[config.mk]
export PLATFORM = sky130hd
export DESIGN_NAME = flash_wstat_gen
export DESIGN_NICKNAME = d
export VERILOG_FILES = /design/src/rtl/flash_wstat_pkg.sv /design/src/rtl/wsg_busy_timer.sv /design/src/rtl/wsg_toggle_bit.sv /design/src/rtl/wsg_read_mux.sv /design/src/rtl/flash_wstat_gen.sv
export SDC_FILE = /design/constraint.sdc
export NUM_CORES = 1
export LEC_CHECK = 0
export BUFFER_PORTS_ARGS = -buffer_cell sky130_fd_sc_hd__buf_2
export CAP_MARGIN = 30
export CORE_UTILIZATION = 47
export DETAILED_ROUTE_END_ITERATION = 8
export HOLD_SLACK_MARGIN = 0.05
export PLACE_DENSITY_LB_ADDON = 0.2
export SLEW_MARGIN = 40
export SYNTH_ARGS = -nofsm -noshare
export SYNTH_HDL_FRONTEND = slang
export SYNTH_HIERARCHICAL = 1
export SYNTH_SLANG_ARGS = --single-unit
[constraint.sdc]
create_clock -name clk -period 4.27 [get_ports clk]
set_input_delay 0.854 -clock clk [delete_from_list [all_inputs] [get_ports clk]]
set_output_delay 0.854 -clock clk [all_outputs]
set_load 0.01 [all_outputs]
[src/rtl/flash_wstat_pkg.sv]
package flash_wstat_pkg;
    localparam logic [1:0] OP_PROG      = 2'd0;
    localparam logic [1:0] OP_BLK_ERASE = 2'd1;

    typedef struct packed {
        logic pol_bit;
        logic is_erase;
    } cap_t;
endpackage

[src/rtl/wsg_busy_timer.sv]
module wsg_busy_timer
    import flash_wstat_pkg::*;
#(
    parameter int PROG_CYCLES = 28,
    parameter int BLK_CYCLES  = 360,
    parameter int CHIP_CYCLES = 1400
) (
    input  logic       clk,
    input  logic       rst_n,
    input  logic       start_i,
    input  logic [1:0] op_i,
    output logic       busy_o,
    output logic       done_o,
    output logic       accept_o
);
    localparam int MAXC  = (PROG_CYCLES > BLK_CYCLES) ?
                           ((PROG_CYCLES > CHIP_CYCLES) ? PROG_CYCLES : CHIP_CYCLES) :
                           ((BLK_CYCLES > CHIP_CYCLES) ? BLK_CYCLES : CHIP_CYCLES);
    localparam int CNT_W = (MAXC > 1) ? $clog2(MAXC) : 1;
    localparam logic [CNT_W-1:0] LD_PROG = CNT_W'(PROG_CYCLES - 1);
    localparam logic [CNT_W-1:0] LD_BLK  = CNT_W'(BLK_CYCLES - 1);
    localparam logic [CNT_W-1:0] LD_CHIP = CNT_W'(CHIP_CYCLES - 1);

    typedef struct packed {
        logic             busy;
        logic             done;
        logic [CNT_W-1:0] cnt;
    } tmr_t;

    tmr_t st_d, st_q;
    logic acc_d;

    always_comb begin
        st_d      = st_q;
        st_d.done = 1'b0;
        acc_d     = 1'b0;
        if (st_q.busy) begin
            if (st_q.cnt == '0) begin
                st_d.busy = 1'b0;
                st_d.done = 1'b1;
            end else begin
                st_d.cnt = st_q.cnt - 1'b1;
            end
        end else if (start_i) begin
            acc_d     = 1'b1;
            st_d.busy = 1'b1;
            if (op_i == OP_PROG)          st_d.cnt = LD_PROG;
            else if (op_i == OP_BLK_ERASE) st_d.cnt = LD_BLK;
            else                           st_d.cnt = LD_CHIP;
        end
    end

    always_ff @(posedge clk) begin
        if (!rst_n) st_q <= '0;
        else        st_q <= st_d;
    end

    assign busy_o   = st_q.busy;
    assign done_o   = st_q.done;
    assign accept_o = acc_d;

    // completion pulse follows the final busy cycle
    a_r10_done_after_busy: assert property (@(posedge clk) disable iff (!rst_n)
        st_q.done |-> (!st_q.busy && $past(st_q.busy)));

    // a start during busy neither reloads nor stalls the count
    a_r3_start_ignored: assert property (@(posedge clk) disable iff (!rst_n)
        (st_q.busy && start_i && st_q.cnt != '0) |=>
        (st_q.busy && st_q.cnt == CNT_W'($past(st_q.cnt) - 1'b1)));

    // remaining count never exceeds the longest period
    a_r2_no_overflow: assert property (@(posedge clk) disable iff (!rst_n)
        st_q.busy |-> (int'(st_q.cnt) < MAXC));
endmodule

[src/rtl/wsg_toggle_bit.sv]
module wsg_toggle_bit (
    input  logic clk,
    input  logic rst_n,
    input  logic busy_i,
    input  logic rd_i,
    output logic tog_o
);
    logic tog_d, tog_q;

    always_comb begin
        tog_d = tog_q;
        if (busy_i && rd_i) tog_d = ~tog_q;
    end

    always_ff @(posedge clk) begin
        if (!rst_n) tog_q <= 1'b0;
        else        tog_q <= tog_d;
    end

    assign tog_o = tog_q;

    // a busy read inverts the indicator
    a_r6_flip_on_read: assert property (@(posedge clk) disable iff (!rst_n)
        (busy_i && rd_i) |=> (tog_q != $past(tog_q)));

    // idle cycles keep the indicator
    a_r7_hold_idle: assert property (@(posedge clk) disable iff (!rst_n)
        !busy_i |=> $stable(tog_q));
endmodule

[src/rtl/wsg_read_mux.sv]
module wsg_read_mux
    import flash_wstat_pkg::*;
#(
    parameter int DATA_W = 16
) (
    input  logic              clk,
    input  logic              rst_n,
    input  logic              accept_i,
    input  logic [1:0]        op_i,
    input  logic              prog_bit7_i,
    input  logic              busy_i,
    input  logic              tog_i,
    input  logic [DATA_W-1:0] array_i,
    output logic [DATA_W-1:0] rd_o
);
    cap_t cap_d, cap_q;

    always_comb begin
        cap_d = cap_q;
        if (accept_i) begin
            cap_d.pol_bit  = prog_bit7_i;
            cap_d.is_erase = (op_i != OP_PROG);
        end
    end

    always_ff @(posedge clk) begin
        if (!rst_n) cap_q <= '0;
        else        cap_q <= cap_d;
    end

    always_comb begin
        if (busy_i) begin
            rd_o    = '0;
            rd_o[7] = cap_q.is_erase ? 1'b0 : ~cap_q.pol_bit;
            rd_o[6] = tog_i;
        end else begin
            rd_o = array_i;
        end
    end

    // captured operation stays fixed while busy
    a_r3_capture_stable: assert property (@(posedge clk) disable iff (!rst_n)
        busy_i |=> $stable(cap_q));
endmodule

[src/rtl/flash_wstat_gen.sv]
module flash_wstat_gen
    import flash_wstat_pkg::*;
#(
    parameter int DATA_W      = 16,
    parameter int PROG_CYCLES = 28,
    parameter int BLK_CYCLES  = 360,
    parameter int CHIP_CYCLES = 1400
) (
    input  logic              clk,
    input  logic              rst_n,
    input  logic              start_i,
    input  logic [1:0]        op_i,
    input  logic [DATA_W-1:0] prog_word_i,
    input  logic              rd_i,
    input  logic [DATA_W-1:0] array_data_i,
    output logic [DATA_W-1:0] rd_data_o,
    output logic              busy_o,
    output logic              done_o
);
    logic busy_w, done_w, accept_w, tog_w;

    wsg_busy_timer #(
        .PROG_CYCLES(PROG_CYCLES),
        .BLK_CYCLES (BLK_CYCLES),
        .CHIP_CYCLES(CHIP_CYCLES)
    ) timer_i (
        .clk     (clk),
        .rst_n   (rst_n),
        .start_i (start_i),
        .op_i    (op_i),
        .busy_o  (busy_w),
        .done_o  (done_w),
        .accept_o(accept_w)
    );

    wsg_toggle_bit toggle_i (
        .clk   (clk),
        .rst_n (rst_n),
        .busy_i(busy_w),
        .rd_i  (rd_i),
        .tog_o (tog_w)
    );

    wsg_read_mux #(.DATA_W(DATA_W)) mux_i (
        .clk        (clk),
        .rst_n      (rst_n),
        .accept_i   (accept_w),
        .op_i       (op_i),
        .prog_bit7_i(prog_word_i[7]),
        .busy_i     (busy_w),
        .tog_i      (tog_w),
        .array_i    (array_data_i),
        .rd_o       (rd_data_o)
    );

    assign busy_o = busy_w;
    assign done_o = done_w;

    // an accepted start is followed by busy
    a_r2_start_busy: assert property (@(posedge clk) disable iff (!rst_n)
        (!busy_o && start_i) |=> busy_o);

    // status word leaves the unused bits at zero
    a_r8_low_bits_zero: assert property (@(posedge clk) disable iff (!rst_n)
        busy_o |-> (rd_data_o[5:0] == 6'd0));

    // completion and busy are never high together
    a_r10_exclusive: assert property (@(posedge clk) disable iff (!rst_n)
        !(busy_o && done_o));
endmodule

==> results of run 1 <==
## final timing paths
| check | to | slack, ns | cells past startpoint |
|---|---|---|---|
| max | rd_data_o[6] | 1.90 | 2 |
| min | toggle_i/tog_o | 0.48 | 2 |
| max reg2reg | timer_i/st_q[10] | 2.24 | 6 |
| min reg2reg | toggle_i/tog_o | 0.48 | 2 |
## cell usage in the layout, fill, tap and decap left out, drive strengths merged, types with 2 or more instances in the layout
cell    instances
and3            2
mux2            2
a21o            2
mux2i           2
nor2           12
and2b           2
nor3            4
buf            40
inv             7
dfxtp          16
o21ai           6
nor2b          13
a21oi           5
a22oi           2
nand3           8
or4             3
a32oi           2
nand2          12
clkbuf          4
a31o            2
ha              2
nand2b          3
## cell type report
class | count | area [um2]
clock buffer | 4 | 36.3
fill | 196 | 733
multi-input combinational | 100 | 631
inverter | 7 | 26.3
tap | 27 | 33.8
timing repair buffer | 40 | 200
sequential | 16 | 322
## stage by stage
stage	area, um2	hold WS [ns]	std cells
2_1_floorplan	1000	0.442	127
3_3_place_gp	1210	0.468	190
3_5_place_dp	1210	0.476	190
4_1_cts	1250	0.489	194
5_1_grt	1250	0.523	194
6_report	1250	0.483	194
## flip-flops by register name, summed over array words and instances (netlist names)
register        flops
timer_i/done_o      1
timer_i/st_q       11
toggle_i/tog_o      1
mux_i/cap_q         2
timer_i/busy_o      1
## metal layers
| metal | global-route usage [%] | wire length (um) |
|---|---|---|
| met2 | 44.3 | 1300 |
| met4 | 6.11 | 17 |
| met3 | 2.59 | 205 |
| met5 | 0 | 0 |
| met1 | 26.1 | 1080 |
## worst max-delay path, stage by stage (launching register included)
cell and delay [ns]:
dfxtp_2 0.69, mux2_2 0.39, buf_2 0.14
## synthesized netlist by cell type, types with 2 or more instances
library cell,number,share of area [%]
and3_1,2,1.2
buf_4,2,1.5
nor2_1,12,4.5
nand2b_1,3,1.9
or4_1,2,1.5
mux2_2,2,2.2
and2b_1,2,1.5
dfxtp_1,16,32
a21o_1,2,1.5
ha_1,2,2.5
nand3_1,8,4.0
mux2i_1,2,2.0
nor2b_1,13,8.1
a32oi_1,2,1.7
nor3_1,4,2.0
nand2_1,12,4.5
a22oi_1,2,1.5
inv_1,7,2.6
a31o_2,2,1.7
a21oi_1,5,2.5
o21ai_0,6,3.0
## cells by family (layout without fill, tap and decap cells)
kind of cell / Yosys count / after routing / share of synthesized area [%]
simple gates: 65 / 65 / 35.2
flops: 16 / 16 / 31.9
compound gates: 29 / 29 / 20.8
fa+ha+maj: 2 / 2 / 2.49
mux: 4 / 4 / 4.23
buf+inv: 11 / 51 / 5.35
## power by group through the flow
| stage | combinational [mW] | sequential (mW) | clock [mW] |
|---|---|---|---|
| finish | 0.139 | 0.190 | 0.101 |
| global route | 0.157 | 0.192 | 0.113 |
| floorplan | 0.101 | 0.184 | 0 |
| CTS | 0.138 | 0.189 | 0.105 |
| global placement | 0.133 | 0.191 | 0 |
| detailed placement | 0.137 | 0.192 | 0 |
==> metrics.md, run 1 <==
| Metric | Value |
|---|---|
| Outcome | `finished clean` |
| Post-DR wirelength/cell | `13.4 um` |
| Area growth syn-to-layout | `24.3%` |
| Die Area | `2330 um2` |
| Slew Limit Fails | `0` |
| # resized after CTS | `0` |
| Pin count of the biggest net entering global routing | `34` |
| Library cells used by synthesis | `40` |
| Fmax | `421 MHz` |
| Data required, critical path | `3.42 ns` |
| Routed WL | `2600 um` |
| Worst-path clk slew | `approximately 0.10 ns` |
| I/O pin count | `56` |
| Reg power frac | `approximately 44%` |
| Gate Count Post-Synth | `127` |
| GP Congestion | `0.791` |
| Synth Register Bits | `16` |
| Lkg Pwr | `a little over 0.6 nW` |
| Worst slack at placement | `2.08 ns` |
| Cts hold-fix bufs | `0` |
| CTS tree | `built` |
| Critical path fanouts, max | `33` |
| Logic pwr share | `32.3%` |
| Post-route ant nets | `0` |
| Net switching power | `148 uW` |
| Synthesized area | `1000 um2` |
| Crit. End Element | `output pin` |
| Avg Cell Area, Syn | `7.91 um2` |
| DR vias | `1,082` |
| Internal Power | `281 uW` |
| Fin util | `63.0%` |
| Synthesized Nets | `around 170` |
| PnR worst setup slack | `1.90 ns` |
| Sequential share of the synthesized area | `a little under a third` |
| Hpwl dp | `between 1500 and 2000 um` |
| Post-synth EDFFs | `0` |
| Final Skew | `0.00761 ns` |
| Post-CTS Setup Bufs | `0` |
| Period utilization | `55.6%` |
| Cell Pwr Density | `344 nW/um2` |
| H-tree depth | `1` |
| Warnings, synthesis | `6` |
| Die X-Extent | `48.2 um` |
| Total power | `429 uW` |
| Critical Path Source | `timer_i/busy_o` |
| Initial DRT Pass Iterations | `4` |
| Root Buffer | `clkbuf_4` |
| Final Hold Fails | `0` |
| Async set-reset flop share out of synthesis | `0%` |
| Nets@finish | `208` |
| Endpoints failing setup | `0` |
| Slew HR | `52.1%` |
| Clk Latency, worst-skew pair | `between 0.2 and 0.3 ns` |
| Vias in the first global route | `885` |
| Minimum clock period | `2.37 ns` |
| Min-Delay Path Class | `flip-flop to flip-flop` |
| Global-route usage over all layers | `22.9%` |
| Worst slew pin tran | `just over 0.7 ns` |
| Post-route DRC | `0` |
| Hold path start | `toggle_i/tog_o` |
| Core area | `1980 um2` |
| Unrepaired setup endpoints after global routing | `no` |
| Starting DRT DRC Count | `22` |
| Vias per cell | `5.58` |
| Crit path kind | `flip-flop to output pin` |
| First-pass GRT wire length | `3670 um` |
| RR Startpoint | `timer_i/st_q[0]` |
| Die Height | `between 40 and 50 um` |
| # rows | `16` |
| CP arrival | `1.52 ns` |
| Initial core utilization | `roughly half` |
| Main synth FF type | `dfxtp_1` |
| Port buffer count | `40` |
| Worst VDD drop | `0.230 mV` |
| Max_cap viols | `0` |
| Clock buffer count from CTS | `3` |
| Critical path launch point type | `flip-flop` |
| Sink Count | `16` |
| Fraction of layout cells with a size suffix above 1 | `31.7%` |
| Ant. Diodes | `0` |
| Switching share of power | `34.5%` |
| Gr ovfl total | `0` |
| Initial antenna violation count | `0` |
| Clock network power share | `23.5%` |
| Bufs on Longest Clock Path | `2` |
| Total negative slack | `0 ns` |
(Power assumes the default switching activity.)
==> run 2: changes to the inputs <==
CORE_UTILIZATION = 43   (was 47)
clock period = 2.5 ns   (was 4.27 ns; I/O delays follow)
==> run 2 against run 1 <==
Net effect: critical path depth up 1; power rose by 73%; register-to-register slack got worse by 1.8 ns; sequential power rose by 67%; combinational power rose by 83%.
==> metrics.md, run 2 (same netlist as run 1, synthesis figures left out) <==
| Metric | Value |
|---|---|
| Endpoints failing setup | `0 (unchanged)` |
| Worst VDD drop | `0.306 mV (+33%)` |
| Gr ovfl total | `0 (unchanged)` |
| Unrepaired setup endpoints after global routing | `no` |
| Die X-Extent | `50.3 um (+4.4%)` |
| Largest register FFs | `11 (unchanged)` |
| Most flops, register | `timer_i/st_q` |
| Hpwl dp | `1840 um (-4.7%)` |
| Critical Path Source | `timer_i/busy_o` |
| Reg power frac | `42.6% (-1.5 points)` |
| Internal Power | `492 uW (+75%)` |
| Post-DR wirelength/cell | `12.5 um (-6.9%)` |
| Root Buffer | `clkbuf_4` |
| Routed WL | `2490 um (-4.5%)` |
| Total power | `744 uW (+73%)` |
| Worst R2R End | `timer_i/st_q[3]` |
| Critical path launch point type | `flip-flop` |
| Top flop regs | `timer_i/st_q x11, mux_i/cap_q x2` |
| Design area | `1280 um2 (+2.4%)` |
| Starting DRT DRC Count | `22 (unchanged)` |
| Die Area | `2530 um2 (+8.9%)` |
| Minimum clock period | `between 2 and 2.5 ns` |
| Slowest CP cell | `dfxtp_1` |
| CTS tree | `built` |
| Lkg Pwr | `0.626 nW (+3.3%)` |
| Outcome | `finished clean` |
| Global-route usage over all layers | `19.5% (-3.4 points)` |
| Initial antenna violation count | `0 (unchanged)` |
| Commonest non-fill, non-tap cell in the layout | `buf_2` |
| Max_cap viols | `0 (unchanged)` |
| Clock network power share | `23.1% (-0.4 points)` |
| CP arrival | `1.66 ns (+0.14 ns)` |
| Ant. Diodes | `0 (unchanged)` |
| Cts hold-fix bufs | `0 (unchanged)` |
| Period utilization | `a little under nine tenths` |
| Bufs on Longest Clock Path | `2 (unchanged)` |
| Cell Pwr Density | `582 nW/um2 (+69%)` |
| DR vias | `1,096 (+1.3%)` |
| Slew HR | `50.3% (-1.7 points)` |
| Area growth syn-to-layout | `27.3%` |
| # rows | `17 (+1)` |
| Worst-path clk slew | `0.09 ns (about the same)` |
| Nets@finish | `212 (+1.9%)` |
| Pin count of the biggest net entering global routing | `17 (-50%)` |
| CP cell instances | `buf_4, mux2_2, buf_2` |
| Worst slew pin tran | `0.735 ns (+0.0224 ns)` |
| GP Congestion | `0.785 (-0.78%)` |
| Worst slack at placement | `0.468 ns (-1.62 ns)` |
| Fmax | `464 MHz` |
| Total negative slack | `0 ns (unchanged)` |
| Clock buffer count from CTS | `3 (unchanged)` |
| Slowest stage delay, CP | `0.64 ns (-0.05 ns)` |
| # resized after CTS | `0 (unchanged)` |
| Fill count | `210 (+7.1%)` |
| Most frequent cells in the layout | `40 x buf_2, 16 x dfxtp_1, 13 x nor2b_1, 12 x nor2_1, 12 x nand2_1` |
| Post-route ant nets | `0 (unchanged)` |
| Worst r2r path cells | `6 (unchanged)` |
| Clk Latency, worst-skew pair | `0.28 ns (about the same)` |
| PnR worst setup slack | `0.344 ns (-1.55 ns)` |
| Net switching power | `252 uW (+70%)` |
| Fraction of layout cells with a size suffix above 1 | `32.7% (+1.0 points)` |
| Final Hold Fails | `0 (unchanged)` |
| Post-CTS Setup Bufs | `0 (unchanged)` |
| Core area | `2210 um2 (+12%)` |
| Crit path to | `rd_data_o[6]` |
| RR Startpoint | `timer_i/st_q[0]` |
| Worst R2R Setup Slack | `0.41 ns (-1.83 ns)` |
| Min-Delay Path Class | `flip-flop to flip-flop` |
| Vias in the first global route | `947 (+7.0%)` |
| Die Height | `50.3 um (+4.4%)` |
| First-pass GRT wire length | `3840 um (+4.7%)` |
| Critical path fanouts, max | `16 (-52%)` |
| I/O pin count | `56 (unchanged)` |
| Logic pwr share | `34.3% (+2.0 points)` |
| Sink Count | `16 (unchanged)` |
| Initial DRT Pass Iterations | `4 (unchanged)` |
| Slew Limit Fails | `0 (unchanged)` |
| H-tree depth | `1 (unchanged)` |
| Crit. End Element | `output pin` |
| Port buffer count | `40 (unchanged)` |
| Cell area after placement | `1240 um2 (+2.5%)` |
| Post-route DRC | `0 (unchanged)` |
| Final Skew | `0.00362 ns (-0.00399 ns)` |
| Data required, critical path | `2.00 ns (-1.42 ns)` |
| Crit path kind | `flip-flop to output pin` |
| Initial core utilization | `45.4% (-5.3 points)` |
| Vias per cell | `5.51 (-1.3%)` |
| Switching share of power | `33.8% (-0.68 points)` |
run 2: stage by stage:
stage                     std cells  utilization [%]  hold WS (ns)
after floorplan                 127                -         0.442
after global placement          195             56.2         0.457
after detailed placement        195             56.2         0.465
after CTS                       199             57.8         0.465
after global routing            199             57.8         0.477
final                           199             57.8         0.476
run 2: worst min path at each step:
stage	start	end	slack, ns	depth (start not counted)
after global routing	prog_word_i[7]	mux_i/cap_q[1]	0.48	3
after floorplan	toggle_i/tog_o	toggle_i/tog_o	0.44	2
after CTS	rd_i	toggle_i/tog_o	0.47	3
after detailed placement	toggle_i/tog_o	toggle_i/tog_o	0.47	2
after global placement	toggle_i/tog_o	toggle_i/tog_o	0.46	2
final	toggle_i/tog_o	toggle_i/tog_o	0.48	2
run 2: cell type report:
type,count,area (um2),share of cell area [%]
clock buffers,4,36.3,2.84
well taps,28,35.0,2.74
inverters,7,26.3,2.05
flip-flops and latches,16,320,25.0
multi-input cells,100,631,49.3
repair buffers,44,230,18.0
run 2: routing by layer:
metal	share of wire [%]	global-route usage [%]	vias up
met2	47	34.7	39
met3	6.3	2.73	6
met4	1.0	9.26	0
met5	0	0	-
met1	46	22.7	505
li1	-	-	546
run 2: critical path, delay by kind of cell (launching register included):
kind	cells	cell delay, ns
DFF	1	0.64
buffers and inverters	2	0.40
muxes	1	0.34
run 2: power groups by stage:
stage          combinational [mW]  clock, mW  sequential [mW]
6_report                    0.255      0.172            0.317
2_1_floorplan               0.173          0            0.314
4_1_cts                     0.255      0.180            0.316
3_5_place_dp                0.253          0            0.322
5_1_grt                     0.281      0.189            0.322
3_3_place_gp                0.246          0            0.320
